--- src/rtl/ssp_pkg.sv ---
package ssp_pkg;

    // Divider select codes
    typedef enum logic [1:0] {
        DIV_2  = 2'b00,
        DIV_4  = 2'b01,
        DIV_8A = 2'b10,
        DIV_8B = 2'b11
    } div_sel_e;

    // Shift clock edge events in the system clock domain
    typedef struct packed {
        logic rise;
        logic fall;
    } sck_evt_t;

    // Terminal value of the half-period counter (half period minus one)
    function automatic int unsigned half_lim(input logic [1:0] sel);
        case (div_sel_e'(sel))
            DIV_2:   return 0;
            DIV_4:   return 1;
            default: return 3;
        endcase
    endfunction

endpackage

--- src/rtl/ssp_mclk.sv ---
module ssp_mclk
    import ssp_pkg::*;
#(
    parameter int unsigned HCNT_W = 2
) (
    input  logic       clk,
    input  logic       rst_n,
    input  logic       run,
    input  logic       abort,
    input  logic [1:0] div_sel,
    output logic       sck,
    output sck_evt_t   evt
);

    typedef struct packed {
        logic [HCNT_W-1:0] cnt;
        logic              sck;
    } mclk_state_t;

    mclk_state_t st_d, st_q;
    logic [HCNT_W-1:0] lim;

    always_comb begin
        lim  = HCNT_W'(half_lim(div_sel));
        st_d = st_q;
        evt  = '0;
        if (!run || abort) begin
            st_d.cnt = '0;
            st_d.sck = 1'b0;
        end else if (st_q.cnt == lim) begin
            st_d.cnt = '0;
            st_d.sck = ~st_q.sck;
            evt.rise = ~st_q.sck;
            evt.fall = st_q.sck;
        end else begin
            st_d.cnt = st_q.cnt + 1'b1;
        end
    end

    always_ff @(posedge clk or negedge rst_n) begin
        if (!rst_n) st_q <= '0;
        else        st_q <= st_d;
    end

    assign sck = st_q.sck;

endmodule

--- src/rtl/ssp_sync.sv ---
module ssp_sync
    import ssp_pkg::*;
#(
    parameter int unsigned STAGES = 2
) (
    input  logic     clk,
    input  logic     rst_n,
    input  logic     pin,
    output logic     level,
    output sck_evt_t evt
);

    typedef struct packed {
        logic [STAGES-1:0] chain;
        logic              prev;
    } sync_state_t;

    sync_state_t st_d, st_q;

    generate
        if (STAGES == 1) begin : g_one
            always_comb begin
                st_d       = st_q;
                st_d.chain = pin;
                st_d.prev  = st_q.chain[STAGES-1];
            end
        end else begin : g_many
            always_comb begin
                st_d       = st_q;
                st_d.chain = {st_q.chain[STAGES-2:0], pin};
                st_d.prev  = st_q.chain[STAGES-1];
            end
        end
    endgenerate

    always_ff @(posedge clk or negedge rst_n) begin
        if (!rst_n) st_q <= '0;
        else        st_q <= st_d;
    end

    assign level    = st_q.chain[STAGES-1];
    assign evt.rise = st_q.chain[STAGES-1] & ~st_q.prev;
    assign evt.fall = ~st_q.chain[STAGES-1] & st_q.prev;

endmodule

--- src/rtl/ssp_core.sv ---
module ssp_core
    import ssp_pkg::*;
#(
    parameter int unsigned DATA_W = 8
) (
    input  logic              clk,
    input  logic              rst_n,
    input  logic              wr_en,
    input  logic [DATA_W-1:0] wr_data,
    input  logic              busy_set,
    input  logic              busy_clr,
    input  logic              irq_en,
    input  logic              irq_ack,
    input  logic              alt,
    input  logic              master,
    input  logic              slave_lvl,
    input  sck_evt_t          evt,
    input  logic              sdi,
    output logic              busy,
    output logic              irq,
    output logic [DATA_W-1:0] sreg,
    output logic              sdo
);

    localparam int unsigned BCNT_W = (DATA_W > 1) ? $clog2(DATA_W) : 1;
    localparam logic [BCNT_W-1:0] LAST_BIT = BCNT_W'(DATA_W - 1);

    typedef struct packed {
        logic [DATA_W-1:0] sr;
        logic [BCNT_W-1:0] cnt;
        logic              busy;
        logic              hold;
        logic              sdo;
        logic              irq;
    } core_state_t;

    core_state_t st_d, st_q;
    logic        start_ok;
    logic        in_bit;

    always_comb begin
        st_d     = st_q;
        start_ok = busy_set & (master | ~slave_lvl);
        in_bit   = alt ? sdi : st_q.hold;

        if (irq_ack) st_d.irq = 1'b0;

        if (st_q.busy) begin
            if (busy_clr) begin
                st_d.busy = 1'b0;
                st_d.cnt  = '0;
            end else begin
                if (evt.rise) begin
                    st_d.hold = sdi;
                    if (alt) st_d.sdo = st_q.sr[DATA_W-1];
                end
                if (evt.fall) begin
                    st_d.sr = {st_q.sr[DATA_W-2:0], in_bit};
                    if (st_q.cnt == LAST_BIT) begin
                        st_d.busy = 1'b0;
                        st_d.cnt  = '0;
                        if (irq_en) st_d.irq = 1'b1;
                    end else begin
                        st_d.cnt = st_q.cnt + 1'b1;
                    end
                end
            end
        end else begin
            if (wr_en) st_d.sr = wr_data;
            if (start_ok) begin
                st_d.busy = 1'b1;
                st_d.cnt  = '0;
            end
        end
    end

    always_ff @(posedge clk or negedge rst_n) begin
        if (!rst_n) st_q <= '0;
        else        st_q <= st_d;
    end

    assign busy = st_q.busy;
    assign irq  = st_q.irq;
    assign sreg = st_q.sr;
    assign sdo  = alt ? st_q.sdo : st_q.sr[DATA_W-1];

endmodule

--- src/rtl/sync_serial_port.sv ---
module sync_serial_port
    import ssp_pkg::*;
#(
    parameter int unsigned DATA_W      = 8,
    parameter int unsigned SYNC_STAGES = 2,
    parameter int unsigned HCNT_W      = 2
) (
    input  logic              clk,
    input  logic              rst_n,
    input  logic              wr_en,
    input  logic [DATA_W-1:0] wr_data,
    output logic [DATA_W-1:0] rd_data,
    input  logic              busy_set,
    input  logic              busy_clr,
    output logic              busy,
    input  logic              irq_en,
    input  logic              irq_ack,
    output logic              irq,
    input  logic [1:0]        div_sel,
    input  logic              phase_alt,
    input  logic              do_oe,
    input  logic              clk_oe,
    input  logic              sck_in,
    output logic              sck_out,
    output logic              sck_oe,
    input  logic              sdi,
    output logic              sdo_out,
    output logic              sdo_oe
);

    sck_evt_t m_evt, s_evt, sel_evt;
    logic     s_lvl;
    logic     m_run;

    assign m_run   = busy & clk_oe;
    assign sel_evt = clk_oe ? m_evt : s_evt;

    ssp_mclk #(.HCNT_W(HCNT_W)) i_mclk (
        .clk     (clk),
        .rst_n   (rst_n),
        .run     (m_run),
        .abort   (busy_clr),
        .div_sel (div_sel),
        .sck     (sck_out),
        .evt     (m_evt)
    );

    ssp_sync #(.STAGES(SYNC_STAGES)) i_sync (
        .clk   (clk),
        .rst_n (rst_n),
        .pin   (sck_in),
        .level (s_lvl),
        .evt   (s_evt)
    );

    ssp_core #(.DATA_W(DATA_W)) i_core (
        .clk       (clk),
        .rst_n     (rst_n),
        .wr_en     (wr_en),
        .wr_data   (wr_data),
        .busy_set  (busy_set),
        .busy_clr  (busy_clr),
        .irq_en    (irq_en),
        .irq_ack   (irq_ack),
        .alt       (phase_alt),
        .master    (clk_oe),
        .slave_lvl (s_lvl),
        .evt       (sel_evt),
        .sdi       (sdi),
        .busy      (busy),
        .irq       (irq),
        .sreg      (rd_data),
        .sdo       (sdo_out)
    );

    assign sck_oe = clk_oe;
    assign sdo_oe = do_oe;

endmodule

--- config.mk ---
export PLATFORM = sky130hd
export DESIGN_NAME = sync_serial_port
export DESIGN_NICKNAME = d
export VERILOG_FILES = /design/src/rtl/ssp_pkg.sv /design/src/rtl/ssp_mclk.sv /design/src/rtl/ssp_sync.sv /design/src/rtl/ssp_core.sv /design/src/rtl/sync_serial_port.sv
export SDC_FILE = /design/constraint.sdc
export NUM_CORES = 1
export LEC_CHECK = 0
export BUFFER_PORTS_ARGS = -buffer_cell sky130_fd_sc_hd__buf_2
export CORE_MARGIN = 3
export CORE_UTILIZATION = 25
export DETAILED_ROUTE_END_ITERATION = 12
export HOLD_SLACK_MARGIN = 0.15
export PLACE_DENSITY = 0.56
export SLEW_MARGIN = 20
export SYNTH_ARGS = -nofsm -noshare
export SYNTH_HDL_FRONTEND = slang
export SYNTH_SLANG_ARGS = --single-unit
--- constraint.sdc ---
create_clock -name clk -period 2.4 [get_ports clk]
set_clock_uncertainty 0.1 [all_clocks]
set_input_delay 0.24 -clock clk [delete_from_list [all_inputs] [get_ports clk]]
set_output_delay 0.24 -clock clk [all_outputs]
set_load 0.01 [all_outputs]
---- After elaboration in Yosys (flattened, before gate mapping) ----
Index checks and enable logic that the tools add are counted.
operators by class
  eq/ne operators ......................... 6
  multiplexer cells ....................... 23
  bitwise operators ....................... 9
  reductions and logical operators ........ 10
  $add $sub $neg .......................... 2
operator list
  operator                                                         count
  12-bit two-way mux                                               2
  8-bit two-way mux                                                2
  1-bit two-way mux                                                10
  2-bit two-way mux                                                4
  4-bit two-way mux                                                2
  3-bit two-way mux                                                2
  3-bit AND reduction                                              2
  2-bit nonzero test                                               3
  1-bit bitwise AND                                                4
  1-bit NOT                                                        4
  2-bit one-hot mux with 2 select lines                            1
  4-bit AND reduction                                              1
  3-bit by 1-bit adder with 3-bit output, second input constant    1
  3-bit == test, second input constant                             1
  3-bit by 2-bit != test with 1-bit output, second input constant  1
  2-bit by 1-bit adder with 2-bit output, second input constant    1
  2-bit by 1-bit == test with 1-bit output, second input constant  1
  2-bit == test                                                    1
  2-bit zero test                                                  1
  2-bit by 1-bit != test with 1-bit output, second input constant  1
  2-bit != test, second input constant                             1
  2-bit AND reduction                                              1
  1-bit zero test                                                  1
  1-bit logical OR                                                 1
  1-bit bitwise OR                                                 1
storage, ports and cells
  register bits after elaboration ......... 21
  input bits .............................. 22
  output and inout bits ................... 14
  logic and storage cells ................. 60

---- Longest topological paths before layout ----
Gate-level depths: netlist of the first run.
  depth in word-level cells ............... 9
  mapped depth ............................ 7
  depth with buffers taken out ............ 4

---- Cells and area by module ----
From an unflattened synthesis of the first run, not the netlist that was laid out.
second synthesis, totals
  cells, all modules ...................... 102
  area, all modules ....................... 1209.9 µm²
by module, submodules not included
  module            instances  cells each  seq. area each (µm²)  area an instance (µm²)
  ssp_core          1          76          375.4                 907.1
  ssp_mclk          1          16          75.1                  167.7
  ssp_sync          1          5           75.1                  90.1
  sync_serial_port  1          5           0.0                   45.0

---- Worst setup path after synthesis of the first run ----
Ideal clock, no wire load.
  kind .................................... register to register
  start point ............................. register i_core.st_q (netlist bit i_core.busy)
  end point ............................... register i_core.st_q[1] in the netlist's numbering
  data arrival time ....................... 1.554 ns
  slack ................................... 0.618 ns
  period minus slack after synthesis ...... 1.782 ns
  required time ........................... 2.172 ns
  cell stages (with the launch flop) ...... 6
  buffers on the path ..................... 1
  setup time .............................. 0.128 ns
  cells stage by stage .................... dfrtp_1 > buf_2 > nand2b_1 > or4_1 > a21boi_1 > mux2_1
on the way
  cells in the longest elaborated chain, start to end .. 6
ends and longest elaborated chain
  item                                    line                    text
  start: declaration                      ssp_core.sv:37          core_state_t st_d, st_q;
  start signal: assignment                ssp_core.sv:79          else st_q <= st_d;
  1-bit bitwise AND                       sync_serial_port.sv:35  assign m_run = busy & clk_oe;
  1-bit zero test                         ssp_mclk.sv:27          if (!run || abort) begin
  1-bit logical OR                        ssp_mclk.sv:27
  2-bit two-way mux                       ssp_mclk.sv:27
  2-bit two-way mux                       sync_serial_port.sv:36  assign sel_evt = clk_oe ? m_evt : s_evt;
  4-bit AND reduction (no source line) *  n/a
Every way passes the cells marked *; elsewhere a longest branch is shown, timed or not.
A chain may end at the register's enable or synchronous reset.

==> flow_metrics.tcl, run 1 <==
set metrics [dict create \
    cp_max_fo 4 \
    fin_tns_setup_ps 0 \
    place.gp.congestion 0.8052 \
    grt_usage 0.1020 \
    grt_pass1_vias 950 \
    antenna_found_initial 0 \
    crit_path_top_delay_cell "dlygate4sd3_1" \
    setup_viol 0 \
    hold_viol_final 0 \
    cts_num_sinks 21 \
    syn-num-nets 139 \
    worst_pin_slew_ps 500.1 \
    path_class "reg2reg" \
    syn_inst 115 \
    die_x_um 75.86 \
    drive_above_1_share 0.3618 \
    grt_setup_unrepaired "no" \
    async_flop_share 1.000 \
    die_h_um 75.86 \
    hp-class "in2reg" \
    clock_latency_ps 260 \
    wl_um 2755 \
    drt-initial-drc-count 42 \
    synth_seq_cells 21 \
    outcome "finished, final reports clean" \
    ys_warn_count 0 \
    synth.top_cells.by_area "dfrtp_1, buf_4, nor3_2" \
    synth.avg_cell_area_sq_um 10.61 \
    cts_buffer_depth 2 \
    synthToLayoutAreaGrowth_pct 26.26 \
    synth_edf_count 0 \
    end_kind "register" \
    yosysSeqAreaShare 0.4308 \
    grt_max_degree 22 \
    final_cell_mix "buf_2, dfrtp_1, dlygate4sd3_1" \
    critPathLaunchType "register" \
    cts_tree "done" \
    crit_chain "and3_4 > o311a_1 > a21o_1 > a32o_1 > dlygate4sd3_1" \
    ant_nets 0 \
    path_buf_inv 1 \
    critPathArrivalTime_ps 2300 \
    cap_violations 0 \
    final_util 0.3397 \
    fin_crit_ps 2249 \
    ys_dominant_reg_cell "dfrtp_1" \
    numCtsBuffers 3 \
    via_per_inst 4.571 \
    dieArea_sq_um 5754 \
    initial_utilization 0.2690 \
    dp_hpwl_um 2067 \
    max_freq_mhz 444.7 \
    power.density_nw_per_um2 613.4 \
    port_buffers 33 \
    nNetsFinal 177 \
    core_sq_um 4534 \
    synth_area_leader_cell "dfrtp_1" \
    worst_ir_drop_vdd_v 0.0002664 \
    drc 0 \
    synth_top_cell_area_share 0.4308 \
    num_antenna_cells 0 \
    post-cts-setup-buffer-count 0 \
    dr_total_vias 992 \
    htree_levels 1 \
    pin_count 36 \
    critPathTopFamily "compound AO/OA/AOI/OAI gates" \
    slowest_delay_ps 540 \
    post_drt_wl_per_cell_um 12.70 \
    relSlewSlack 0.6666 \
    p_leak_nw 0.7058 \
    clkTransAtPathRegs_ps 80 \
    num_rows 24 \
    synthesis.area_sq_um 1220 \
    drt_first_pass_iters 4 \
    finalCritPeriodShare 0.9370 \
    finalMaxSlewViolations 0 \
    synth.distinct_cells 40 \
    required_ps 2450 \
    power_mw 0.9447 \
    layout_commonest_cell "buf_2" \
    root_buffer "clkbuf_8" \
    grt_overflow 0 \
    fill_cells 453 \
    grt_pass1_wl_um 4422 \
]
## metal layers
metal	track usage	routed length [um]
met5	0	0
met4	0.02718	17
met3	0.02770	131
met2	0.1787	1371
met1	0.1221	1234
## state kept, by name, indices dropped and copies added, names as in the netlist
| name | flops |
|---|---|
| i_core.busy | 1 |
| i_core.irq | 1 |
| i_core.st_q | 5 |
| i_mclk.st_q | 2 |
| i_sync.st_q | 1 |
| i_sync.st_d | 1 |
| i_mclk.sck | 1 |
| i_core.sreg | 8 |
| i_sync.level | 1 |
## logic make-up after synthesis
logic type,count (synthesis),share of synthesized area
AND/OR/NAND/NOR,36,0.1990
XOR/XNOR,2,0.01436
AO/OA/AOI/OAI,30,0.1815
buffers and inverters,20,0.1179
multiplexers,4,0.03590
flip-flops,21,0.4308
adder cells (fa/ha/maj),2,0.02051
## worst min-delay path, delay by kind of cell
family	cells	cell delay (ps)
simple gates	2	140
buf+inv	1	130
## cells in the mapped netlist, types with 2 or more instances
cell       instances
o21ai_0            2
buf_4             11
a22o_1             4
nor3b_1            2
buf_2              3
inv_1              2
nor3_2             8
ha_1               2
nor2_1             4
mux2_2             2
a31oi_1            8
dfrtp_1           21
nor3_1             2
nand2_1           10
nor2b_1            2
o2bb2ai_1          2
o211ai_1           7
## worst paths after layout
kind	depth (start not counted)	start	slack (ps)	to
hold / removal	3	clk_oe	210	i_mclk.st_q[1]
hold reg to reg	0	i_sync.st_d[2]	250	i_sync.level
min in group asynchronous	2	rst_n	380	i_core.st_q[2]
max in group asynchronous	2	rst_n	1470	i_core.st_q[6]
setup reg to reg	5	i_mclk.st_q[2]	150	i_core.irq
setup / recovery	5	i_mclk.st_q[2]	150	i_core.irq
## area by class of cell
class                      count  area, sq um  area share
clock buffer                   3        41.29     0.02681
tap                           65        81.33     0.05280
multi-input combinational     74        550.5      0.3574
timing repair buffer          50        325.3      0.2112
inverter                       3        11.26    0.007311
sequential                    21        525.5      0.3412
clock inverter                 1        5.005    0.003249
## power by group
part / leakage [nW] / total [mW] / internal [mW] / switching, mW
Sequential: 0.261 / 0.459 / 0.410 / 0.0489
Clock: 0.0255 / 0.227 / 0.115 / 0.112
Combinational: 0.420 / 0.259 / 0.129 / 0.130
## timing repair
item / 4_1_cts / 5_1_grt
endpoints found under the hold margin: 32 / 0
resized for setup: 0 / 0
hold buffers: 13 / 0
## metrics by stage
step / instance area [sq um] / hold WS, ps / std cells / setup slack [ps]
after global routing: 1540 / 201.8 / 217 / 26.25
after global placement: 1364 / 119.6 / 200 / 543.6
after detailed placement: 1364 / 128.5 / 200 / 429.9
final: 1540 / 205.6 / 217 / 151.2
after CTS: 1540 / 201.0 / 217 / 152.2
after floorplan: 1220 / -155.6 / 115 / 618.0
No activity file was read; power rests on OpenSTA's default activity.
==> inputs of run 2 (changes only) <==
- CORE_UTILIZATION: 25 -> 40
- PLACE_DENSITY: 0.56 -> 0.75
==> run 2 against run 1 <==
Routed wire length shrank 6.3%. Highest routed layer unchanged. Sequential cell count is the same. Largest power group unchanged. Register-to-register slack gained 160 ps. Sequential power is essentially flat.
==> flow_metrics.tcl, run 2 (synthesis gave the netlist of run 1 again) <==
set metrics [dict create \
    critPathLaunchType "register" \
    clockPowerShare 0.193 \
    p_int_mw 0.6089 \
    dr_total_vias 1006 \
    via_per_inst 5.409 \
    required_ps 2530 \
    end_kind "register" \
    sw_frac_of_total 0.3169 \
    layout_commonest_cell "buf_2" \
    grt_setup_unrepaired "no" \
    grt_pass1_vias 975 \
    fin_crit_ps 2088 \
    dieArea_sq_um 3749 \
    switchingPower_mw 0.2825 \
    crit_chain "nor4bb_2 > o311a_1 > buf_4 > o211ai_1 > a31oi_1" \
    wl_um 2582 \
    grt_use_met3 0.03145 \
    critPathArrivalTime_ps 2220 \
    path_class "reg2reg" \
    clock_latency_ps 300 \
    drive_above_1_share 0.3613 \
    grt_usage 0.1509 \
    num_antenna_cells 0 \
    cts_resized 0 \
    core_sq_um 2829 \
    seqPwrFrac 0.513 \
    place.gp.congestion 0.8684 \
    root_buffer "clkbuf_4" \
    fin_tns_setup_ps 0 \
    p_leak_nw 0.7071 \
    final_util 0.5312 \
    drt-initial-drc-count 65 \
    grt_max_degree 22 \
    combPwrFrac 0.295 \
    cts_tree "done" \
    initial_utilization 0.4312 \
    crit_path_top_delay_cell "o311a_1" \
    worst_ir_drop_vdd_v 0.0002049 \
    nNetsFinal 180 \
    grt_pass1_wl_um 4257 \
    cts_num_sinks 21 \
    num_rows 19 \
    critPathTopFamily "compound AO/OA/AOI/OAI gates" \
    pre_cts_ws_ps 375.1 \
    worst_pin_slew_ps 464.1 \
    die_h_um 61.23 \
    antenna_found_initial 0 \
    setup_viol 0 \
    die_x_um 61.23 \
    grt_overflow 0 \
    hp-class "in2reg" \
    max_freq_mhz 478.8 \
    htree_levels 1 \
    power.density_nw_per_um2 593.2 \
    finalCritPeriodShare 0.8702 \
    cp_max_fo 11 \
    port_buffers 33 \
    numCtsBuffers 3 \
    cts_buffer_depth 2 \
    drc 0 \
    path_buf_inv 1 \
    setup_ws_ps 311.5 \
    final_cell_mix "buf_2, dfrtp_1, dlygate4sd3_1" \
    outcome "finished, final reports clean" \
    slowest_delay_ps 470 \
    grt.met1_usage 0.1809 \
    busiest_layer "met2" \
    ant_nets 0 \
    cap_violations 0 \
    finalMaxSlewViolations 0 \
    clkTransAtPathRegs_ps 110 \
    gr-usage-met2 0.2689 \
    largest_reg_flops 8 \
    pin_count 36 \
    hold_viol_final 0 \
    dp_hpwl_um 1890 \
    post_drt_wl_per_cell_um 13.88 \
    synthToLayoutAreaGrowth_pct 23.18 \
    drt_first_pass_iters 4 \
    relSlewSlack 0.6867 \
]
[run 2: changes by cell type in the layout (fill, tap and decap cells not counted)]
cell | before | now
buf_4 | 4 | 6
dlygate4sd3_1 | 13 | 14
clkbuf_8 | 3 | 0
clkinv_2 | 1 | 0
clkbuf_1 | 0 | 1
clkbuf_4 | 0 | 3
[run 2: area by class of cell]
class / instances / area [sq um]
Multi-Input combinational cell: 74 / 550.5
Timing Repair Buffer: 53 / 350.3
Inverter: 3 / 11.26
Fill cell: 254 / 1326
Tap cell: 31 / 38.79
Sequential cell: 21 / 525.5
Clock buffer: 4 / 26.28
[run 2: what timing repair did]
item / 4_1_cts / 5_1_grt
buffers inserted: 0 / 0
hold buffers: 14 / 0
endpoints found under the hold margin: 35 / 0
[run 2: worst paths after layout]
path                       slack, ps  cells past startpoint            from              to
setup / recovery                 310                      5  i_mclk.st_q[2]  i_core.sreg[3]
hold reg to reg                  270                      0  i_sync.st_d[2]    i_sync.level
min in group asynchronous        300                      2           rst_n  i_core.st_q[1]
max in group asynchronous       1580                      2           rst_n  i_core.st_q[5]
setup reg to reg                 310                      5  i_mclk.st_q[2]  i_core.sreg[3]
hold / removal                   160                      3        busy_set     i_core.busy
[run 2: power by group through the flow]
stage,Sequential [mW],Clock (mW),Combinational [mW]
4_1_cts,0.458,0.178,0.266
6_report,0.457,0.172,0.263
3_5_place_dp,0.464,0,0.247
5_1_grt,0.463,0.197,0.294
2_1_floorplan,0.453,0,0.203
3_3_place_gp,0.461,0,0.240
[run 2: worst min-delay path, cell delays in order]
cell and delay [ps]:
buf_2 100, o21ai_0 100, o2bb2ai_1 90
[run 2: metal layers]
layer / vias to the layer above / routed length [um]
li1: 491 / -
met1: 478 / 1117
met2: 33 / 1302
met3: 4 / 125
met4: 0 / 37
met5: - / 0
[run 2: through the flow]
step	cell area, sq um	hold slack [ps]	cells	total power, mW
detailed placement	1336	132.0	168	0.7116
finish	1503	162.1	186	0.8914
global route	1503	174.1	186	0.9537
global placement	1336	119.0	168	0.7014
CTS	1503	165.0	186	0.9018
floorplan	1220	-155.6	115	0.6566
